`config.mk`:
```
export PLATFORM = sky130hd
export DESIGN_NAME = spi_cmd_mem_slave
export DESIGN_NICKNAME = d
export VERILOG_FILES = /design/src/rtl/spi_mem_pkg.sv /design/src/rtl/spi_bit_rx.sv /design/src/rtl/spi_byte_tx.sv /design/src/rtl/spi_mem_store.sv /design/src/rtl/spi_mem_ctrl.sv /design/src/rtl/spi_cmd_mem_slave.sv
export SDC_FILE = /design/constraint.sdc
export NUM_CORES = 2
export LEC_CHECK = 0
export ABC_CLOCK_PERIOD_IN_PS = 4300
export BUFFER_PORTS_ARGS = -buffer_cell sky130_fd_sc_hd__buf_2
export CAP_MARGIN = 20
export CORE_ASPECT_RATIO = 1.4
export CORE_MARGIN = 5
export CORE_UTILIZATION = 52
export DETAILED_ROUTE_END_ITERATION = 8
export GPL_ROUTABILITY_DRIVEN = 0
export PLACE_DENSITY_LB_ADDON = 0.15
export SYNTH_ARGS = -nofsm -noshare
export SYNTH_HDL_FRONTEND = slang
export SYNTH_SLANG_ARGS = --single-unit
export TNS_END_PERCENT = 10
```
`constraint.sdc`:
```
create_clock -name clk -period 4.3 [get_ports clk]
set_clock_uncertainty 0.2 [all_clocks]
set_input_delay 0.215 -clock clk [delete_from_list [all_inputs] [get_ports clk]]
set_output_delay 0.215 -clock clk [all_outputs]
set_load 0.02 [all_outputs]
```
`src/rtl/spi_mem_pkg.sv`:
```
`timescale 1ns/1ps
package spi_mem_pkg;

  localparam logic [7:0] OP_WRSR  = 8'h01;
  localparam logic [7:0] OP_WRITE = 8'h02;
  localparam logic [7:0] OP_READ  = 8'h03;
  localparam logic [7:0] OP_WRDI  = 8'h04;
  localparam logic [7:0] OP_RDSR  = 8'h05;
  localparam logic [7:0] OP_WREN  = 8'h06;

  localparam int ARM_BIT = 1;

  typedef enum logic [2:0] {
    ST_OPC     = 3'd0,
    ST_ADDR_HI = 3'd1,
    ST_ADDR_LO = 3'd2,
    ST_RD      = 3'd3,
    ST_WR      = 3'd4,
    ST_SR_RD   = 3'd5,
    ST_SR_WR   = 3'd6,
    ST_SKIP    = 3'd7
  } ctrl_state_e;

endpackage

```
`src/rtl/spi_bit_rx.sv`:
```
`timescale 1ns/1ps
module spi_bit_rx #(
  parameter int BYTE_W      = 8,
  parameter int SYNC_STAGES = 2
) (
  input  logic              clk,
  input  logic              rst_n,
  input  logic              sck,
  input  logic              cs_n,
  input  logic              mosi,
  output logic              sck_fall,
  output logic              cs_active,
  output logic              cs_end,
  output logic              byte_valid,
  output logic [BYTE_W-1:0] byte_data
);

  localparam int CNT_W = $clog2(BYTE_W);
  localparam logic [CNT_W-1:0] LAST_BIT = CNT_W'(BYTE_W - 1);

  // each stage holds {sck, cs_n, mosi}
  logic [SYNC_STAGES-1:0][2:0] sync_q;
  logic sck_s, cs_s, mosi_s;
  logic sck_d, cs_d;
  logic sck_rise;
  logic [CNT_W-1:0]  bit_cnt;
  logic [BYTE_W-2:0] shreg;

  always_ff @(posedge clk or negedge rst_n) begin
    if (!rst_n) begin
      for (int i = 0; i < SYNC_STAGES; i++) sync_q[i] <= 3'b010;
      sck_d <= 1'b0;
      cs_d  <= 1'b1;
    end else begin
      sync_q[0] <= {sck, cs_n, mosi};
      for (int i = 1; i < SYNC_STAGES; i++) sync_q[i] <= sync_q[i-1];
      sck_d <= sck_s;
      cs_d  <= cs_s;
    end
  end

  assign sck_s  = sync_q[SYNC_STAGES-1][2];
  assign cs_s   = sync_q[SYNC_STAGES-1][1];
  assign mosi_s = sync_q[SYNC_STAGES-1][0];

  assign cs_active = ~cs_s;
  assign cs_end    = cs_s & ~cs_d;
  assign sck_rise  = sck_s & ~sck_d & ~cs_s;
  assign sck_fall  = ~sck_s & sck_d & ~cs_s;

  always_ff @(posedge clk or negedge rst_n) begin
    if (!rst_n) begin
      bit_cnt    <= '0;
      shreg      <= '0;
      byte_valid <= 1'b0;
      byte_data  <= '0;
    end else begin
      byte_valid <= 1'b0;
      if (cs_s) begin
        bit_cnt <= '0;
        shreg   <= '0;
      end else if (sck_rise) begin
        shreg   <= {shreg[BYTE_W-3:0], mosi_s};
        bit_cnt <= bit_cnt + 1'b1;
        if (bit_cnt == LAST_BIT) begin
          byte_valid <= 1'b1;
          byte_data  <= {shreg, mosi_s};
          bit_cnt    <= '0;
        end
      end
    end
  end

endmodule

```
`src/rtl/spi_byte_tx.sv`:
```
`timescale 1ns/1ps
module spi_byte_tx #(
  parameter int BYTE_W = 8
) (
  input  logic              clk,
  input  logic              rst_n,
  input  logic              load,
  input  logic [BYTE_W-1:0] load_data,
  input  logic              shift,
  output logic              tx_bit
);

  logic [BYTE_W-1:0] shreg;

  always_ff @(posedge clk or negedge rst_n) begin
    if (!rst_n) begin
      shreg  <= '0;
      tx_bit <= 1'b0;
    end else if (load) begin
      shreg <= load_data;
    end else if (shift) begin
      tx_bit <= shreg[BYTE_W-1];
      shreg  <= {shreg[BYTE_W-2:0], 1'b0};
    end
  end

endmodule

```
`src/rtl/spi_mem_store.sv`:
```
`timescale 1ns/1ps
module spi_mem_store #(
  parameter int MEM_AW = 8,
  parameter int BYTE_W = 8
) (
  input  logic              clk,
  input  logic              rst_n,
  input  logic              we,
  input  logic [MEM_AW-1:0] wr_idx,
  input  logic [BYTE_W-1:0] wr_data,
  input  logic [MEM_AW-1:0] rd_idx,
  output logic [BYTE_W-1:0] rd_data
);

  localparam int DEPTH = 1 << MEM_AW;

  logic [BYTE_W-1:0] mem_q [DEPTH];

  always_ff @(posedge clk or negedge rst_n) begin
    if (!rst_n) begin
      for (int i = 0; i < DEPTH; i++) mem_q[i] <= '0;
    end else if (we) begin
      mem_q[wr_idx] <= wr_data;
    end
  end

  assign rd_data = mem_q[rd_idx];

endmodule

```
`src/rtl/spi_mem_ctrl.sv`:
```
`timescale 1ns/1ps
module spi_mem_ctrl
  import spi_mem_pkg::*;
#(
  parameter int ADDR_W = 13,
  parameter int MEM_AW = 8,
  parameter int BYTE_W = 8
) (
  input  logic              clk,
  input  logic              rst_n,
  input  logic              byte_valid,
  input  logic [BYTE_W-1:0] byte_data,
  input  logic              cs_end,
  input  logic [BYTE_W-1:0] mem_rd_data,
  output logic              tx_load,
  output logic [BYTE_W-1:0] tx_data,
  output logic              miso_oe,
  output logic              wel,
  output logic              clr_pending,
  output ctrl_state_e       state,
  output logic [ADDR_W-1:0] addr,
  output logic              mem_we,
  output logic [MEM_AW-1:0] wr_idx,
  output logic [BYTE_W-1:0] wr_data,
  output logic [MEM_AW-1:0] rd_idx
);

  localparam int HI_W = ADDR_W - BYTE_W;

  logic              is_write;
  logic              armed;
  logic              take;
  logic [MEM_AW-1:0] lo_idx;
  logic [BYTE_W-1:0] status_byte;

  assign take = byte_valid & ~cs_end;

  // index of the first read location while the low address byte arrives
  generate
    if (MEM_AW <= BYTE_W) begin : g_idx_narrow
      assign lo_idx = byte_data[MEM_AW-1:0];
    end else begin : g_idx_wide
      assign lo_idx = {addr[MEM_AW-1:BYTE_W], byte_data};
    end
  endgenerate

  always_comb begin
    status_byte = '0;
    status_byte[ARM_BIT] = wel;
  end

  always_ff @(posedge clk or negedge rst_n) begin
    if (!rst_n) begin
      state       <= ST_OPC;
      addr        <= '0;
      wel         <= 1'b0;
      clr_pending <= 1'b0;
      armed       <= 1'b0;
      is_write    <= 1'b0;
      miso_oe     <= 1'b0;
    end else if (cs_end) begin
      state       <= ST_OPC;
      miso_oe     <= 1'b0;
      armed       <= 1'b0;
      clr_pending <= 1'b0;
      if (clr_pending) wel <= 1'b0;
    end else if (byte_valid) begin
      unique case (state)
        ST_OPC: begin
          unique case (byte_data)
            OP_WREN: begin
              wel   <= 1'b1;
              state <= ST_SKIP;
            end
            OP_WRDI: begin
              clr_pending <= 1'b1;
              state       <= ST_SKIP;
            end
            OP_RDSR: begin
              miso_oe <= 1'b1;
              state   <= ST_SR_RD;
            end
            OP_WRSR: begin
              clr_pending <= 1'b1;
              state       <= ST_SR_WR;
            end
            OP_READ: begin
              is_write <= 1'b0;
              state    <= ST_ADDR_HI;
            end
            OP_WRITE: begin
              is_write    <= 1'b1;
              armed       <= wel;
              clr_pending <= 1'b1;
              state       <= ST_ADDR_HI;
            end
            default: state <= ST_SKIP;
          endcase
        end
        ST_ADDR_HI: begin
          addr[ADDR_W-1:BYTE_W] <= byte_data[HI_W-1:0];
          state <= ST_ADDR_LO;
        end
        ST_ADDR_LO: begin
          if (is_write) begin
            addr[BYTE_W-1:0] <= byte_data;
            state <= ST_WR;
          end else begin
            addr    <= {addr[ADDR_W-1:BYTE_W], byte_data} + 1'b1;
            miso_oe <= 1'b1;
            state   <= ST_RD;
          end
        end
        ST_RD:    addr  <= addr + 1'b1;
        ST_WR:    addr  <= addr + 1'b1;
        ST_SR_WR: state <= ST_SKIP;
        default:  state <= state;
      endcase
    end
  end

  always_comb begin
    tx_load = 1'b0;
    if (take) begin
      unique case (state)
        ST_OPC:     tx_load = (byte_data == OP_RDSR);
        ST_SR_RD:   tx_load = 1'b1;
        ST_ADDR_LO: tx_load = ~is_write;
        ST_RD:      tx_load = 1'b1;
        default:    tx_load = 1'b0;
      endcase
    end
  end

  assign tx_data = (state == ST_OPC || state == ST_SR_RD) ? status_byte : mem_rd_data;
  assign rd_idx  = (state == ST_ADDR_LO) ? lo_idx : addr[MEM_AW-1:0];
  assign mem_we  = take & (state == ST_WR) & armed;
  assign wr_idx  = addr[MEM_AW-1:0];
  assign wr_data = byte_data;

endmodule

```
`src/rtl/spi_cmd_mem_slave.sv`:
```
`timescale 1ns/1ps
module spi_cmd_mem_slave
  import spi_mem_pkg::*;
#(
  parameter int ADDR_W      = 13,
  parameter int MEM_AW      = 8,
  parameter int BYTE_W      = 8,
  parameter int SYNC_STAGES = 2
) (
  input  logic clk,
  input  logic rst_n,
  input  logic spi_sck,
  input  logic spi_cs_n,
  input  logic spi_mosi,
  output logic spi_miso,
  output logic spi_miso_oe
);

  logic              sck_fall;
  logic              cs_active;
  logic              cs_end;
  logic              byte_valid;
  logic [BYTE_W-1:0] byte_data;
  logic              tx_load;
  logic [BYTE_W-1:0] tx_data;
  logic              wel;
  logic              clr_pending;
  ctrl_state_e       ctrl_state;
  logic [ADDR_W-1:0] cur_addr;
  logic              mem_we;
  logic [MEM_AW-1:0] wr_idx;
  logic [BYTE_W-1:0] wr_data;
  logic [MEM_AW-1:0] rd_idx;
  logic [BYTE_W-1:0] rd_data;

  spi_bit_rx #(.BYTE_W(BYTE_W), .SYNC_STAGES(SYNC_STAGES)) rx_i (
    .clk        (clk),
    .rst_n      (rst_n),
    .sck        (spi_sck),
    .cs_n       (spi_cs_n),
    .mosi       (spi_mosi),
    .sck_fall   (sck_fall),
    .cs_active  (cs_active),
    .cs_end     (cs_end),
    .byte_valid (byte_valid),
    .byte_data  (byte_data)
  );

  spi_mem_ctrl #(.ADDR_W(ADDR_W), .MEM_AW(MEM_AW), .BYTE_W(BYTE_W)) ctrl_i (
    .clk         (clk),
    .rst_n       (rst_n),
    .byte_valid  (byte_valid),
    .byte_data   (byte_data),
    .cs_end      (cs_end),
    .mem_rd_data (rd_data),
    .tx_load     (tx_load),
    .tx_data     (tx_data),
    .miso_oe     (spi_miso_oe),
    .wel         (wel),
    .clr_pending (clr_pending),
    .state       (ctrl_state),
    .addr        (cur_addr),
    .mem_we      (mem_we),
    .wr_idx      (wr_idx),
    .wr_data     (wr_data),
    .rd_idx      (rd_idx)
  );

  spi_mem_store #(.MEM_AW(MEM_AW), .BYTE_W(BYTE_W)) store_i (
    .clk     (clk),
    .rst_n   (rst_n),
    .we      (mem_we),
    .wr_idx  (wr_idx),
    .wr_data (wr_data),
    .rd_idx  (rd_idx),
    .rd_data (rd_data)
  );

  spi_byte_tx #(.BYTE_W(BYTE_W)) tx_i (
    .clk       (clk),
    .rst_n     (rst_n),
    .load      (tx_load),
    .load_data (tx_data),
    .shift     (sck_fall),
    .tx_bit    (spi_miso)
  );

endmodule

```
After elaboration in Yosys (flattened, before gate mapping):

Index checks and enable logic that the tools add are counted.

* mux-type cells: 48
* add/sub/neg operators: 3
* shift-type cells: 0
* divide/modulo/power cells: 0
* reductions and logical operators: 29
* equal/unequal tests: 17
* magnitude comparators: 3
* multipliers: 0
* bitwise operators: 17

Operator list (number)
* 2048-bit bitwise mux: 1
* 8-bit binary-select mux with 8-bit select: 1
* 8-bit demux with 8-bit select: 1
* 8-bit 2-to-1 mux: 8
* 13-bit by 1-bit adder with 13-bit output (second input constant): 2
* 8-bit by 3-bit equality test with 1-bit output (second input constant): 3
* 1-bit 2-to-1 mux: 21
* 9-bit greater-or-equal comparator (second input constant): 2
* 3-bit 2-to-1 mux: 6
* 8-bit NOT with 9-bit output: 2
* 2-bit nonzero test: 9
* 8-bit by 2-bit equality test with 1-bit output (second input constant): 2
* 8-bit one-hot mux with 2 select lines: 1
* 4-bit AND reduction: 4
* 5-bit one-hot mux with 3 select lines: 1
* 7-bit 2-to-1 mux: 2
* 3-bit equality test (second input constant): 4
* 3-bit one-hot mux with 4 select lines: 1
* 3-bit AND reduction: 4
* 9-bit by 1-bit < comparator with 1-bit output (second input constant): 1
* 3-bit one-hot mux with 3 select lines: 1
* 1-bit AND: 8
* 8-bit by 1-bit equality test with 1-bit output (second input constant): 1
* 1-bit NOT: 7
* other kinds (17): 24

* memories: 0
* memory bits (read-only): 0
* output and inout port bits: 2
* word-level logic and storage cells: 391
* register bits: 2105
* RAM bits: 0
* bits in latches: 0
* input port bits: 5

Longest topological paths before layout:

* depth after elaboration: 8
* gate-level depth with buffers: 17
* mapped depth without buffers: 10

Cells and area by module:

A second synthesis with hierarchy kept.

* cell total of the unflattened synthesis: 6442
* area, all modules: 96815.4 sq um

By module, submodules not included
* spi_mem_store: area an instance 93414.6 sq um, times used 1, cells each 6068, sequential area each 51249.2 sq um
* spi_mem_ctrl: area an instance 1951.9 sq um, times used 1, cells each 260, sequential area each 525.5 sq um
* spi_bit_rx: area an instance 1029.7 sq um, times used 1, cells each 77, sequential area each 679.4 sq um
* spi_byte_tx: area an instance 419.2 sq um, times used 1, cells each 37, sequential area each 225.2 sq um

Worst setup path after synthesis:

OpenSTA, ideal clock, no wires.

* path kind: register -> register
* start: register rx_i.byte_data[1]
* end: register tx_i.shreg[3]
* data required time: 3.961 ns
* clock period less this slack: 3.558 ns
* setup slack: 0.742 ns
* arrival: 3.220 ns
* cell stages (with the launch flop): 14
* library setup time: 0.139 ns
* path buffers: 3
* cell sequence: dfrtp_1 -> inv_1 -> clkbuf_1 -> clkbuf_1 -> ha_1 -> nand2_1 -> o41a_1 -> o21ai_0 -> and2_1 -> clkbuf_1 -> o221ai_1 -> nor3_1 -> nand4_1 -> or4b_1

* word-level cells in the longest chain between the ends: 7
* elaborated cells on any way between the ends: 11
* those cells by class: 1 x eq/ne; 8 x mux; 1 x bitwise; 1 x reduce/logical

Ends and longest elaborated chain
* from (decl): RTL line spi_bit_rx.sv:15 `output logic [BYTE_W-1:0] byte_data`
* from (signal assigned): RTL line spi_bit_rx.sv:67 `byte_data <= {shreg, mosi_s};`
* 8-bit 2-to-1 mux: RTL line spi_mem_ctrl.sv:136 `assign rd_idx = (state == ST_ADDR_LO) ? lo_idx : addr[MEM_AW-1:0];`
* 8-bit NOT with 9-bit output (implied by the code): RTL line spi_mem_store.sv:27 `assign rd_data = mem_q[rd_idx];`
* 8-bit binary-select mux with 8-bit select: RTL line spi_mem_store.sv:27
* 8-bit 2-to-1 mux (implied by the code) (2 in a row): RTL line spi_mem_store.sv:27
* 8-bit 2-to-1 mux: RTL line spi_mem_ctrl.sv:135 `assign tx_data = (state == ST_OPC || state == ST_SR_RD) ? status_byte : mem_rd_data;`
* 8-bit 2-to-1 mux: RTL line spi_byte_tx.sv:19 `end else if (load) begin`
* to (signal assigned): RTL line spi_byte_tx.sv:20 `shreg <= load_data;`
* to (signal assigned): RTL line spi_byte_tx.sv:23 `shreg <= {shreg[BYTE_W-2:0], 1'b0};`
* to (decl): RTL line spi_byte_tx.sv:13 `logic [BYTE_W-1:0] shreg;`

Several ways; a longest one is shown, not always the timed one. The select of a mux whose other input is x is not followed.
A chain may end at the register's enable or synchronous reset.

Worst setup path in the final report:

* start: register ctrl_i.state[0]
* end: register tx_i.shreg[2]

* word-level cells in the longest chain between the ends: 8
* elaborated cells on any way between the ends: 16
* those cells by class: 3 x eq/ne; 8 x mux; 1 x bitwise; 4 x reduce/logical

Ends and longest elaborated chain
* from (decl): RTL line spi_mem_ctrl.sv:20 `output ctrl_state_e state,`
* from (signal assigned): RTL line spi_mem_ctrl.sv:117 `default: state <= state;`
* 3-bit by 2-bit equality test with 1-bit output: RTL line spi_mem_ctrl.sv:125, spi_mem_ctrl.sv:136
* 8-bit 2-to-1 mux: RTL line spi_mem_ctrl.sv:136
* 8-bit NOT with 9-bit output (implied by the code): RTL line spi_mem_store.sv:27
* 8-bit binary-select mux with 8-bit select: RTL line spi_mem_store.sv:27
* 8-bit 2-to-1 mux (implied by the code) (2 in a row): RTL line spi_mem_store.sv:27
* 8-bit 2-to-1 mux: RTL line spi_mem_ctrl.sv:135
* 8-bit 2-to-1 mux: RTL line spi_byte_tx.sv:19

Several ways; a longest one is shown, not always the timed one. The select of a mux whose other input is x is not followed.

==> reports/metrics.cfg <==
[yosys]
ys.flop_type=dfrtp_1
ys_top_cells_by_area=dfrtp_1 54%, mux2_2 21%, nand2_1 6.6%
synthCells=8486
synth_top_cell_area_share=0.539
ys_seq_elements=2100
ys_warn_count=0
yosysTopAreaCell=dfrtp_1
ys_types=73
synth-edff-count=0
syn_avg_cell_area_sq_um=11.5
syn-num-nets=8501
yosysSeqAreaShare=0.540
async_reset_ff_frac=1.00
synth_area_sq_um=97300

[route]
wire_per_inst_microns=28.8
ant_nets=0
wirelength_microns=322000
first_iter_violations=6894
vias=70600
via_per_inst=6.31
drt_pass1_iterations=9
drc=0

[critical_path]
rr_startpoint=ctrl_i.state[0]
cp-end-kind=flip-flop
ff2ff_setup_slack_ps=20
worstSetupStartpointType=flip-flop
path_max_fanout=30
cp-startpoint=ctrl_i.state[0]
required_ps=4890
crit_type=flip-flop to flip-flop
rr_endpoint=tx_i.shreg[2]
worst-r2r-cell-count=12
arrival_ps=4870

[layout]
final_util=0.585
postLayoutCellArea_sq_um=109000
final_cell_mix=2089 x dfrtp_1, 1795 x mux2_2, 1714 x nand2_1, 591 x nand3_1, 399 x buf_4
syn2layout_area_growth_pct=12.3
drive_gt1_frac=0.314
final_common_cell=dfrtp_1
finalNetCount=8586
fillers=15300

[min_path]
min_to=rx_i.mosi_s
hold_class=flip-flop to flip-flop
hold_start=rx_i.sync_q[0]
holdPathStages=0

[timing]
max_freq_mhz=234
slew_headroom=0.192
setup_viol=0
timing.final.crit_period_ps=4280
rsz0062_at_grt=yes
tightest_slew_ps=1210
period_share=0.995
hold_violations=0
drv_slew=0

[floorplanning]
rows=188
start_util=0.521
dieArea_sq_um=196000
core_area_sq_um=187000
fp.dieW_microns=376
ios=7
die_h_microns=522

[power_and_ir_drop]
ir_drop_mv=0.435
p_leak_nw=50.8
power_w=0.0383
power_density_nw_per_um2=351

[place]
hpwlAfterDp_microns=214000
portBuffers=6
dpl_cell_area_sq_um=102000

[clock_network]
cts-root-buf=clkbuf_16
insertion_delay_ps=860
clk_pin_slew_ps=70
htree_levels=4
clk_path_buf_depth=3
cts_tree=yes
clkSinkCount=2100
cts_buffers=199

[global_routing]
antenna_found_initial=11
globalRouteOverflowTotal=0
grt_max_degree=203
grt_first_pass_wirelength_microns=479000
globalRouteTotalUtil=0.326
grt_pass1_vias=71300

[run_status]
status=completed

[job]
max-cap-violations=0

[area by class of cell]
cell class,count,area (sq um),share of cell area
repair buffers,493,4710,0.0431
multi-input cells,5752,42200,0.386
clock inverters,55,687,0.00628
well taps,2470,3090,0.0283
diodes,5,12.5,0.000114
inverters,25,98.8,0.000904
clock buffers,302,5960,0.0545
flip-flops and latches,2100,52600,0.481
[flip-flops by register name, summed over array words and instances (netlist names)]
name	flops
store_i.mem_q	2048
ctrl_i.addr	8
rx_i.byte_data	8
tx_i.shreg	8
rx_i.shreg	7
ctrl_i.state	3
rx_i.bit_cnt	3
rx_i.sync_q	3
ctrl_i.armed	1
ctrl_i.clr_pending	1
ctrl_i.is_write	1
ctrl_i.miso_oe	1
ctrl_i.wel	1
rx_i.byte_valid	1
rx_i.cs_d	1
rx_i.cs_s	1
rx_i.mosi_s	1
rx_i.sck_d	1
rx_i.sck_s	1
tx_i.tx_bit	1
[worst max-delay path: stages, from the launching register on]
cell      delay (ps)
dfrtp_1          390
or3b_2           640
a21o_4           360
buf_12           230
buf_4            280
mux2i_1          160
mux2i_1          520
o31ai_1          200
nor3_1           410
nand4_1          340
o211ai_1         190
buf_4            170
a31o_1            90
[how the worst max path moves through the flow]
stage | to | slack (ps) | cells after the start
2_1_floorplan | tx_i.shreg[3] | 740 | 13
3_3_place_gp | tx_i.shreg[4] | -220 | 12
3_5_place_dp | tx_i.shreg[4] | -300 | 12
4_1_cts | tx_i.shreg[4] | 30 | 11
5_1_grt | tx_i.shreg[3] | -60 | 13
6_report | tx_i.shreg[2] | 20 | 12
[kinds of logic (layout without fill, tap and decap cells)]
kind of cell / after synthesis / after routing / synth area share
AO/OA/AOI/OAI: 830 / 830 / 0.0519
XOR/XNOR: 8 / 8 / 0.000720
adder cells (fa/ha/maj): 10 / 10 / 0.00129
buffers and inverters: 634 / 875 / 0.0293
flip-flops: 2100 / 2100 / 0.540
multiplexers: 2155 / 2155 / 0.257
other: 0 / 5 / 0
AND/OR/NAND/NOR: 2749 / 2749 / 0.120
[routing by layer]
| layer | part of all wire | GRT usage | up-vias |
|---|---|---|---|
| li1 | - | - | 30100 |
| met1 | 0.38 | 0.408 | 36700 |
| met2 | 0.47 | 0.524 | 2895 |
| met3 | 0.069 | 0.0596 | 986 |
| met4 | 0.079 | 0.210 | 10 |
| met5 | 0.00021 | 0 | - |
[where the power goes]
group / internal, W / switching (W)
clock network: 0.0103 / 0.00778
registers: 0.0198 / 0.00000873
logic: 0.0000548 / 0.000416
total: 0.0301 / 0.00820
[through the flow]
step | setup slack [ps] | instances | TNS (ps) | hold slack, ps
after floorplan | 742 | 8486 | 0 | -281
after global placement | -221 | 10800 | -221 | 43.3
after detailed placement | -296 | 10800 | -296 | 44.0
after CTS | 33.8 | 11200 | 0 | 150
after global routing | -55.9 | 11200 | -55.9 | 157
final | 23.5 | 11200 | 0 | 148
[cells in the mapped netlist, types with 4 or more instances]
| cell | n |
|---|---|
| a2111oi_0 | 14 |
| a211oi_1 | 55 |
| a21o_1 | 4 |
| a21oi_1 | 148 |
| a221oi_1 | 5 |
| a22oi_1 | 25 |
| a311oi_1 | 19 |
| a31oi_1 | 85 |
| a32o_1 | 6 |
| a32oi_1 | 23 |
| and2_1 | 19 |
| and3_1 | 45 |
| buf_1 | 27 |
| buf_2 | 181 |
| buf_4 | 28 |
| buf_6 | 18 |
| clkbuf_1 | 355 |
| dfrtp_1 | 2097 |
| ha_1 | 10 |
| inv_1 | 25 |
| mux2_2 | 1796 |
| mux2i_1 | 263 |
| mux4_2 | 94 |
| nand2_1 | 1715 |
| nand2b_1 | 10 |
| nand3_1 | 591 |
| nand4_1 | 77 |
| nor2_1 | 211 |
| nor2b_1 | 11 |
| nor3_1 | 33 |
| nor3b_1 | 4 |
| nor4_1 | 19 |
| o2111ai_1 | 7 |
| o211ai_1 | 14 |
| o21ai_0 | 319 |
| o221ai_1 | 12 |
| o22ai_1 | 55 |
| o31ai_1 | 6 |
| o32ai_1 | 4 |
| xnor2_1 | 5 |
[repair_timing]
action,4_1_cts,5_1_grt
resized for setup,7,3
pin swaps,0,1
buffers inserted,0,2
endpoints found under the setup margin,3,47
hold endpoints to repair,1733,0
gates cloned,0,0
hold buffers,9,0
No activity file was read; power rests on OpenSTA's default activity.
